[config.mk]
export PLATFORM = sky130hd
export DESIGN_NAME = gpio_dual_port
export DESIGN_NICKNAME = d
export VERILOG_FILES = /design/src/rtl/gpio_dual_port.sv
export SDC_FILE = /design/constraint.sdc
export NUM_CORES = 1
export LEC_CHECK = 0
export BUFFER_PORTS_ARGS = -buffer_cell sky130_fd_sc_hd__clkbuf_2
export CORE_MARGIN = 1
export CORE_UTILIZATION = 35
export CTS_CLUSTER_DIAMETER = 150
export DETAILED_ROUTE_END_ITERATION = 6
export HOLD_SLACK_MARGIN = 0.03
export SYNTH_ARGS = -nofsm -noshare
export SYNTH_HDL_FRONTEND = slang
export SYNTH_SLANG_ARGS = --single-unit
export TNS_END_PERCENT = 20
[constraint.sdc]
create_clock -name clk -period 3.13 [get_ports clk]
set_input_delay 0.313 -clock clk [delete_from_list [all_inputs] [get_ports clk]]
set_output_delay 0.313 -clock clk [all_outputs]
set_load 0.1 [all_outputs]
[src/rtl/gpio_dual_port.sv]
module gpio_dual_port #(
  parameter int ADDR_W    = 8,
  parameter int DW        = 32,
  parameter int WIN_BYTES = 92,
  parameter int IDX_A_OUT = 'h00,
  parameter int IDX_A_IN  = 'h01,
  parameter int IDX_A_OE  = 'h02,
  parameter int IDX_D_OUT = 'h10,
  parameter int IDX_D_IN  = 'h11,
  parameter int IDX_D_OE  = 'h12,
  parameter int RDY_BIT   = 7,
  parameter int SDO_BIT   = 4,
  parameter int ALE_BIT   = 6,
  parameter int CLE_BIT   = 5,
  parameter int CE_BIT    = 4,
  parameter int SCK_BIT   = 1,
  parameter int SDA_BIT   = 4
) (
  input  logic              clk,
  input  logic              rst_n,
  input  logic              bus_req,
  input  logic              bus_we,
  input  logic [ADDR_W-1:0] bus_addr,
  input  logic [DW/8-1:0]   bus_be,
  input  logic [DW-1:0]     bus_wdata,
  output logic [DW-1:0]     bus_rdata,
  input  logic              flash_ready,
  input  logic              sensor_sdo,
  output logic [DW-1:0]     port_a_dout,
  output logic [DW-1:0]     port_a_oe,
  output logic [DW-1:0]     port_d_dout,
  output logic [DW-1:0]     port_d_oe,
  output logic              flash_ale,
  output logic              flash_cle,
  output logic              flash_ce,
  output logic              sensor_evt,
  output logic              sensor_clk,
  output logic              sensor_dat
);
  localparam int IW    = ADDR_W - 2;
  localparam int NWORD = WIN_BYTES / 4;
  localparam logic [IW-1:0] NW_L  = IW'(NWORD);
  localparam logic [IW-1:0] AOUT  = IW'(IDX_A_OUT);
  localparam logic [IW-1:0] AIN   = IW'(IDX_A_IN);
  localparam logic [IW-1:0] AOE   = IW'(IDX_A_OE);
  localparam logic [IW-1:0] DOUT  = IW'(IDX_D_OUT);
  localparam logic [IW-1:0] DIN   = IW'(IDX_D_IN);
  localparam logic [IW-1:0] DOE   = IW'(IDX_D_OE);

  logic [DW-1:0] regs [NWORD];
  logic [2:0]    strobes;

  wire [IW-1:0] widx   = bus_addr[ADDR_W-1:2];
  wire          legal  = bus_req && (bus_be == '1) && (bus_addr[1:0] == 2'b00) && (widx < NW_L);
  wire          wr_ok  = legal && bus_we;
  wire          rd_ok  = legal && !bus_we;
  wire          wr_a   = wr_ok && (widx == AOUT);
  wire          wr_d   = wr_ok && (widx == DOUT);
  wire          toggle = wr_d && (bus_wdata[SCK_BIT] != regs[IDX_D_OUT][SCK_BIT]);

  always_ff @(posedge clk or negedge rst_n) begin
    if (!rst_n) begin
      for (int i = 0; i < NWORD; i++) regs[i] <= '0;
    end else if (wr_ok && widx != AIN && widx != DIN) begin
      for (int i = 0; i < NWORD; i++)
        if (widx == IW'(i)) regs[i] <= bus_wdata;
    end
  end

  always_ff @(posedge clk or negedge rst_n) begin
    if (!rst_n) begin
      strobes    <= '0;
      sensor_evt <= 1'b0;
      sensor_dat <= 1'b0;
    end else begin
      if (wr_a) strobes <= {bus_wdata[ALE_BIT], bus_wdata[CLE_BIT], bus_wdata[CE_BIT]};
      sensor_evt <= toggle;
      if (toggle) sensor_dat <= bus_wdata[SDA_BIT];
    end
  end

  always_comb begin
    bus_rdata = '0;
    if (rd_ok) begin
      if (widx == AIN)
        bus_rdata = (regs[IDX_A_OUT] & regs[IDX_A_OE]) | (DW'(flash_ready) << RDY_BIT);
      else if (widx == DIN)
        bus_rdata = (regs[IDX_D_OUT] & regs[IDX_D_OE]) | (DW'(sensor_sdo) << SDO_BIT);
      else
        for (int i = 0; i < NWORD; i++)
          if (widx == IW'(i)) bus_rdata = regs[i];
    end
  end

  assign port_a_dout = regs[IDX_A_OUT];
  assign port_a_oe   = regs[IDX_A_OE];
  assign port_d_dout = regs[IDX_D_OUT];
  assign port_d_oe   = regs[IDX_D_OE];
  assign flash_ale   = strobes[2];
  assign flash_cle   = strobes[1];
  assign flash_ce    = strobes[0];
  assign sensor_clk  = regs[IDX_D_OUT][SCK_BIT];

  a_r5_strobes_hold: assert property (@(posedge clk) disable iff (!rst_n)
    !wr_a |=> $stable({flash_ale, flash_cle, flash_ce}));

  a_r6_evt_on_clk_change: assert property (@(posedge clk) disable iff (!rst_n)
    sensor_evt |-> (sensor_clk != $past(sensor_clk)));

  a_r7_no_evt_when_steady: assert property (@(posedge clk) disable iff (!rst_n)
    (sensor_clk == $past(sensor_clk)) |-> !sensor_evt);

  a_r6_dat_moves_with_evt: assert property (@(posedge clk) disable iff (!rst_n)
    !$stable(sensor_dat) |-> sensor_evt);

  a_r8_partial_read_zero: assert property (@(posedge clk) disable iff (!rst_n)
    (bus_req && !bus_we && bus_be != '1) |-> (bus_rdata == '0));

  a_r2_oe_regs_not_views: assert property (@(posedge clk) disable iff (!rst_n)
    (wr_ok && (widx == AOE || widx == DOE)) |=> ($stable(port_a_dout) && $stable(port_d_dout)));
endmodule

==> reports/results.ini, run 1 <==
[worst_hold_path]
hold_path_class=in2reg
holdCritStartpoint=bus_we

[pwr]
max-vdd-ir-drop_mv=0.359
p_leak_nw=20.1
p_per_area_nw_per_um2=447

[logic_synthesis]
synth_flop_cell=dfrtp_1
yosysWarnings=0
synth_edf_count=0
ys_ff_latch=677
ys_types=72
yosysSeqAreaShare_pct=51.8
synth.cell_area_sq_um=32700
synth_nets=2743
syn_inst=2693
avgSynthCellArea_sq_um=12.1
synth-async-reset-ratio_pct=100

[worst_setup_path]
crit_required_ns=2.82
crit_path_end_kind=output pin
reg2reg_from=port_d_dout[1]$_DFFE_PN0P_
critPathMaxFanout=6
cp-start-kind=input pin
setup.worst_path.start=bus_addr[3]
arrival_ns=2.96
critPathKind=in2out

[timing]
setup_violations=25
finClkSkew_ns=0.0142
layout_min_cycle_time_ns=3.27
tightest_slew_ns=0.751
fin_crit_sh_pct=105
hold_violations=0
drv_slew=0
worst_slack_ns=-0.143
grt_setup_unrepaired=yes
whs_ns=0.207
relSlewSlack_pct=49.9
fmax_ghz=0.306

[floorplan]
die_y_um=308
start_util_pct=35.5
rows=111
core_area_sq_um=92100
die_w_um=308
pin_count=216
die_area_sq_um=94700

[detailed_routing]
wl_per_cell_um=28.4
viasPerCell=5.84
ant_nets=0
dr.pass1.iters=7
vias=25200
drt_wl_total_um=122000
drcViolationCount=1
drt_iter0_drc=2843

[finish]
stdcell_count=4311
layout.nets=3064
layout-drive-gt1-share_pct=40.0
finalInstanceArea_sq_um=40900
area_growth_pct=25.0

[placed_design]
io_buffers=215
dp.cells=4148
place_congestion=0.956
dp_hpwl_um=86100
post_dp_cell_area_sq_um=37600

[clock_network]
htree_levels=3
clkLatencyLatePin_ns=0.63
cts.sinks=677
cts_tree=done
clock_path_buffers=3
cts_root_buf=clkbuf_16
clk_pin_slew_ns=0.06
cts_made_buffers=70

[grt]
grtUsageTotal_pct=25.6
overflow=0
grt_pass1_vias=24900
grt_pass1_wl_um=177000
grt_max_degree=95
antenna_found_initial=6

[status]
status=finished with violations
violations=design-rule violations, negative setup slack

[job]
maxCapViolations=0

synthesized netlist by cell type, types with 6 or more instances:
master	number	share of area, %
dfrtp_1	677	52
mux2_2	358	12
mux2_1	313	11
buf_4	165	3.8
a21oi_1	136	2.1
nand2_1	123	1.4
a22oi_1	118	2.7
clkbuf_1	113	1.3
nor2_1	87	1.0
buf_2	81	1.2
o21ai_0	80	1.2
nand3_1	32	0.49
a31oi_1	29	0.55
a211oi_1	27	0.62
a221oi_1	27	0.72
nor3_1	27	0.41
and3_1	24	0.46
a222oi_1	20	0.61
nand4_1	18	0.34
o221ai_1	16	0.43
o22ai_1	15	0.29
nor2_4	13	0.45
nor2_2	11	0.21
o211ai_1	11	0.25
a2111oi_0	10	0.27
a221o_1	9	0.28
mux2i_1	8	0.24
nor2b_1	8	0.15
nor4_1	8	0.15
a21o_1	7	0.16
a22o_1	7	0.19
a311oi_1	7	0.19
a32oi_1	7	0.19
o21a_1	7	0.16
and2_1	6	0.11
buf_1	6	0.069
buf_6	6	0.21
nand2b_1	6	0.11
or3_1	6	0.11
power breakdown:
| group | leakage, nW | switching [mW] | internal (mW) |
|---|---|---|---|
| Clock | 1.16 | 3.60 | 4.99 |
| Combinational | 9.44 | 0.680 | 0.255 |
| Sequential | 9.46 | 0.00660 | 8.76 |
cell usage in the layout (no fill, tap or decap), types with 7 or more instances in the layout:
master and n:
dfrtp_1 676, nand2_1 118, o21ai_0 74, a22o_1 7
nand4_1 18, nand3_1 32, mux2_2 358, a22oi_1 116
clkbuf_1 11, nor3_1 19, a21oi_2 8, mux2_1 313
nor3_2 7, a221o_1 9, buf_6 36, a32oi_1 7
mux2i_1 8, clkbuf_2 178, buf_8 8, a21o_1 7
nor2_1 78, o21a_1 7, buf_4 287, o22ai_1 13
clkinv_2 14, clkbuf_16 72, clkbuf_8 17, a222oi_1 20
and3_1 23, buf_12 107, a31oi_1 23, a21oi_1 127
o221ai_1 13, a211oi_1 20, a221oi_1 24, nor2b_1 8
o211ai_1 11, nor2_4 28
worst max-delay path, cell delays in order:
cell and delay, ns:
buf_2 0.15, or4_4 0.61, buf_6 0.17, nor2_4 0.12
buf_6 0.14, buf_12 0.11, buf_4 0.16, a22oi_1 0.11
o2111a_1 0.22, a21oi_1 0.20, o31ai_1 0.12, a211oi_2 0.30
buf_12 0.22
layer usage:
| layer | wire [um] | global-route usage, % | part of all wire (%) |
|---|---|---|---|
| met1 | 51800 | 35.4 | 42 |
| met3 | 11000 | 5.76 | 9.0 |
| met5 | 63 | 0 | 0.052 |
| met2 | 54700 | 38.7 | 45 |
| met4 | 4680 | 10.6 | 3.8 |
cell type report:
cell class	instances	area, sq um
antenna	2	5.00
tap	1243	1560
fill	8407	51200
sequential	677	16900
multi-input combinational	1641	14200
inverter	3	11.3
clock inverter	25	285
timing repair buffer	621	5810
clock buffer	99	2050
kinds of logic after synthesis:
group,after synthesis,synth area share [%]
mux,679,23.3
flops,677,51.8
compound gates,572,12.0
simple gates,389,6.17
buf+inv,375,6.69
xor+xnor,1,0.0268
state kept, by name, indices dropped and copies added (netlist names):
register	count
regs	544
port_d_oe	32
port_a_dout	32
port_a_oe	32
strobes	3
port_d_dout	32
sensor_evt	1
sensor_dat	1
worst paths after layout:
path,slack (ns),end,cells after the start
worst max-delay path,-0.14,bus_rdata[29],13
worst min-delay path,0.21,sensor_evt$_DFF_PN0_,3
worst min register to register,0.48,regs[563]$_DFFE_PN0P_,1
min in group asynchronous,0.23,regs[572]$_DFFE_PN0P_,2
worst max register to register,1.56,sensor_dat$_DFFE_PN0P_,4
max in group asynchronous,1.93,port_d_dout[2]$_DFFE_PN0P_,3
what timing repair did:
| item | 4_1_cts | 5_1_grt |
|---|---|---|
| setup endpoints to repair | 32 | 32 |
| hold buffers | 1 | 0 |
| gates cloned | 1 | 0 |
| gates resized for setup | 75 | 78 |
| hold endpoints to repair | 38 | 0 |
| setup buffers | 21 | 21 |
| pin swaps | 26 | 47 |
stage by stage:
| step | total power, mW | worst slack, ns | setup TNS [ns] | utilization (%) |
|---|---|---|---|---|
| after detailed placement | 9.80 | -0.541 | -6.85 | 40.9 |
| after global routing | 18.8 | -0.184 | -2.31 | 44.4 |
| after floorplan | 9.23 | -0.443 | -5.36 | - |
| after CTS | 18.4 | -0.166 | -1.15 | 43.9 |
| final | 18.3 | -0.143 | -1.17 | 44.4 |
| after global placement | 9.80 | -0.548 | -6.99 | 40.9 |
Note: power is estimated with default switching activity, not from simulation.
==> inputs of run 2 (changes only) <==
CELL_PAD_IN_SITES_DETAIL_PLACEMENT = 2   (was unset)
CELL_PAD_IN_SITES_GLOBAL_PLACEMENT = 2   (was unset)
PLACE_DENSITY_LB_ADDON = 0.1   (was unset)
TNS_END_PERCENT = unset   (was 20)
==> run 2 against run 1 <==
  * The flow finishes with violations (negative setup slack)
  * Critical path depth stayed put
  * Sequential share of layout area shrank 2.0 points
  * Global-route usage up 6.0 points
  * Non-clock buffer count grew 101
  * Register-to-register slack worse by 0.16 ns
  * Die area stayed put
  * Largest power group is now the clock network
==> reports/results.ini, run 2 (synthesis results as in run 1) <==
[finish]
final_cell_mix=dfrtp_1, buf_4, mux2_2, mux2_1, clkbuf_2
area_growth_pct=31.4
regArea_sq_um=16900
largest_register_ffs=544
final_common_cell=dfrtp_1
multi_input_area_sq_um=14900
layout.nets=3176
regMostFlops=regs
layout-drive-gt1-share_pct=44.5
finalInstanceArea_sq_um=43000
fill_cells=9007
stdcell_count=4437

[status]
violations=negative setup slack
status=finished with violations

[detailed_routing]
viasPerCell=5.88
drt_iter0_drc=1954
drcViolationCount=0
wl_per_cell_um=34.3
drt_wl_total_um=152000
vias=26100
ant_nets=0
dr.pass1.iters=6

[placed_design]
place_congestion=0.908
pre_cts_ws_ns=-0.443
dp.cells=4223
post_dp_cell_area_sq_um=38400
dp_hpwl_um=107000
io_buffers=215

[clock_network]
cts.sinks=677
clk_pin_slew_ns=0.06
cts_root_buf=clkbuf_16
cts_tree=done
htree_levels=3
clkLatencyLatePin_ns=0.64
cts_made_buffers=81
clock_path_buffers=3

[timing]
relSlewSlack_pct=31.3
whs_ns=0.177
tightest_slew_ns=1.03
worst_slack_ns=-0.0719
drv_slew=0
setup_violations=13
hold_violations=0
finClkSkew_ns=0.00278
fmax_ghz=0.312
fin_crit_sh_pct=102
grt_setup_unrepaired=yes
layout_min_cycle_time_ns=3.20

[pwr]
p_leak_nw=21.0
p_total_mw=19.6
p_per_area_nw_per_um2=457
max-vdd-ir-drop_mv=0.320

[floorplan]
die_w_um=308
pin_count=216
core_area_sq_um=92100
start_util_pct=35.5
rows=111
die_y_um=308
die_area_sq_um=94700

[worst_setup_path]
critPathKind=in2out
arrival_ns=2.89
reg2reg_from=port_d_dout[1]$_DFFE_PN0P_
cpMostUsedCell=buf_12
path_cells=buf_8, buf_6, or4b_4, buf_12, nor2_4, buf_6, buf_12, a22oi_1, nand4_1, a221oi_1, a21o_1, a311oi_4, buf_12
crit_path_end_kind=output pin
critPathMaxFanout=6
cp_slowest_stage_delay_ns=0.52
setup.worst_path.start=bus_addr[7]
crit_required_ns=2.82
crit_slowest_cell=or4b_4
cp-start-kind=input pin

[grt]
overflow=0
grt_max_degree=82
grt_pass1_wl_um=216000
antenna_found_initial=5
grtUsageTotal_pct=31.6
grt_pass1_vias=28500

[worst_hold_path]
holdCritStartpoint=bus_we
hold_path_class=in2reg

[job]
maxCapViolations=0

run 2: cell count changes in the layout (fill, tap and decap cells not counted), moves of 11 or more:
cell and change:
a21oi_1 -12, a21oi_2 +11, a22oi_1 -12, a22oi_2 +12, buf_12 +16, buf_4 +75
clkbuf_16 +13
run 2: repair_timing:
item,CTS,global route
gates cloned,0,4
resized for setup,135,147
endpoints found under the setup margin,32,32
pin swaps,67,84
hold buffers,1,0
hold endpoints to repair,58,0
setup buffers,39,33
run 2: routing by layer:
| layer | vias to the layer above | routed length, um | global-route usage (%) |
|---|---|---|---|
| met1 | 14200 | 68200 | 44.7 |
| met5 | - | 13 | 0 |
| li1 | 10700 | - | - |
| met3 | 219 | 9140 | 4.22 |
| met4 | 2 | 4470 | 9.82 |
| met2 | 927 | 70200 | 50.0 |
run 2: per-stage QoR:
step | util (%) | TNS (ns)
after CTS | 45.7 | -0.216
after global routing | 46.7 | -0.964
after detailed placement | 41.8 | -44.09
after global placement | 41.8 | -28.31
final | 46.7 | -0.367
after floorplan | - | -0.723
run 2: final timing paths:
| kind | end | slack (ns) | cells past startpoint |
|---|---|---|---|
| min in group asynchronous | port_d_dout[30]$_DFFE_PN0P_ | 0.30 | 2 |
| worst max register to register | sensor_dat$_DFFE_PN0P_ | 1.40 | 3 |
| worst max-delay path | bus_rdata[31] | -0.07 | 13 |
| worst min register to register | regs[460]$_DFFE_PN0P_ | 0.48 | 1 |
| max in group asynchronous | regs[495]$_DFFE_PN0P_ | 1.73 | 4 |
| worst min-delay path | sensor_evt$_DFF_PN0_ | 0.18 | 3 |
run 2: where the power goes:
group | internal (mW) | leakage, nW | total, mW | switching, mW
combinational | 0.329 | 10.2 | 1.12 | 0.788
sequential | 8.76 | 9.45 | 8.77 | 0.00745
clock | 5.72 | 1.35 | 9.76 | 4.04
total | 14.8 | 21.0 | 19.6 | 4.83
run 2: area by class of cell:
type                    count  share of cell area, %
inverters                   3                 0.0291
flip-flops and latches    677                   39.4
repair buffers            722                   15.9
well taps                1243                   3.62
clock buffers             115                   5.55
multi-input cells        1641                   34.7
diodes                      7                 0.0407
clock inverters            29                  0.765
run 2: worst max-delay path, delay by kind of cell:
family	cells	cell delay [ns]
AOI/OAI and AO/OA	4	0.91
and+or+nand+nor	3	0.75
buffers and inverters	6	0.89
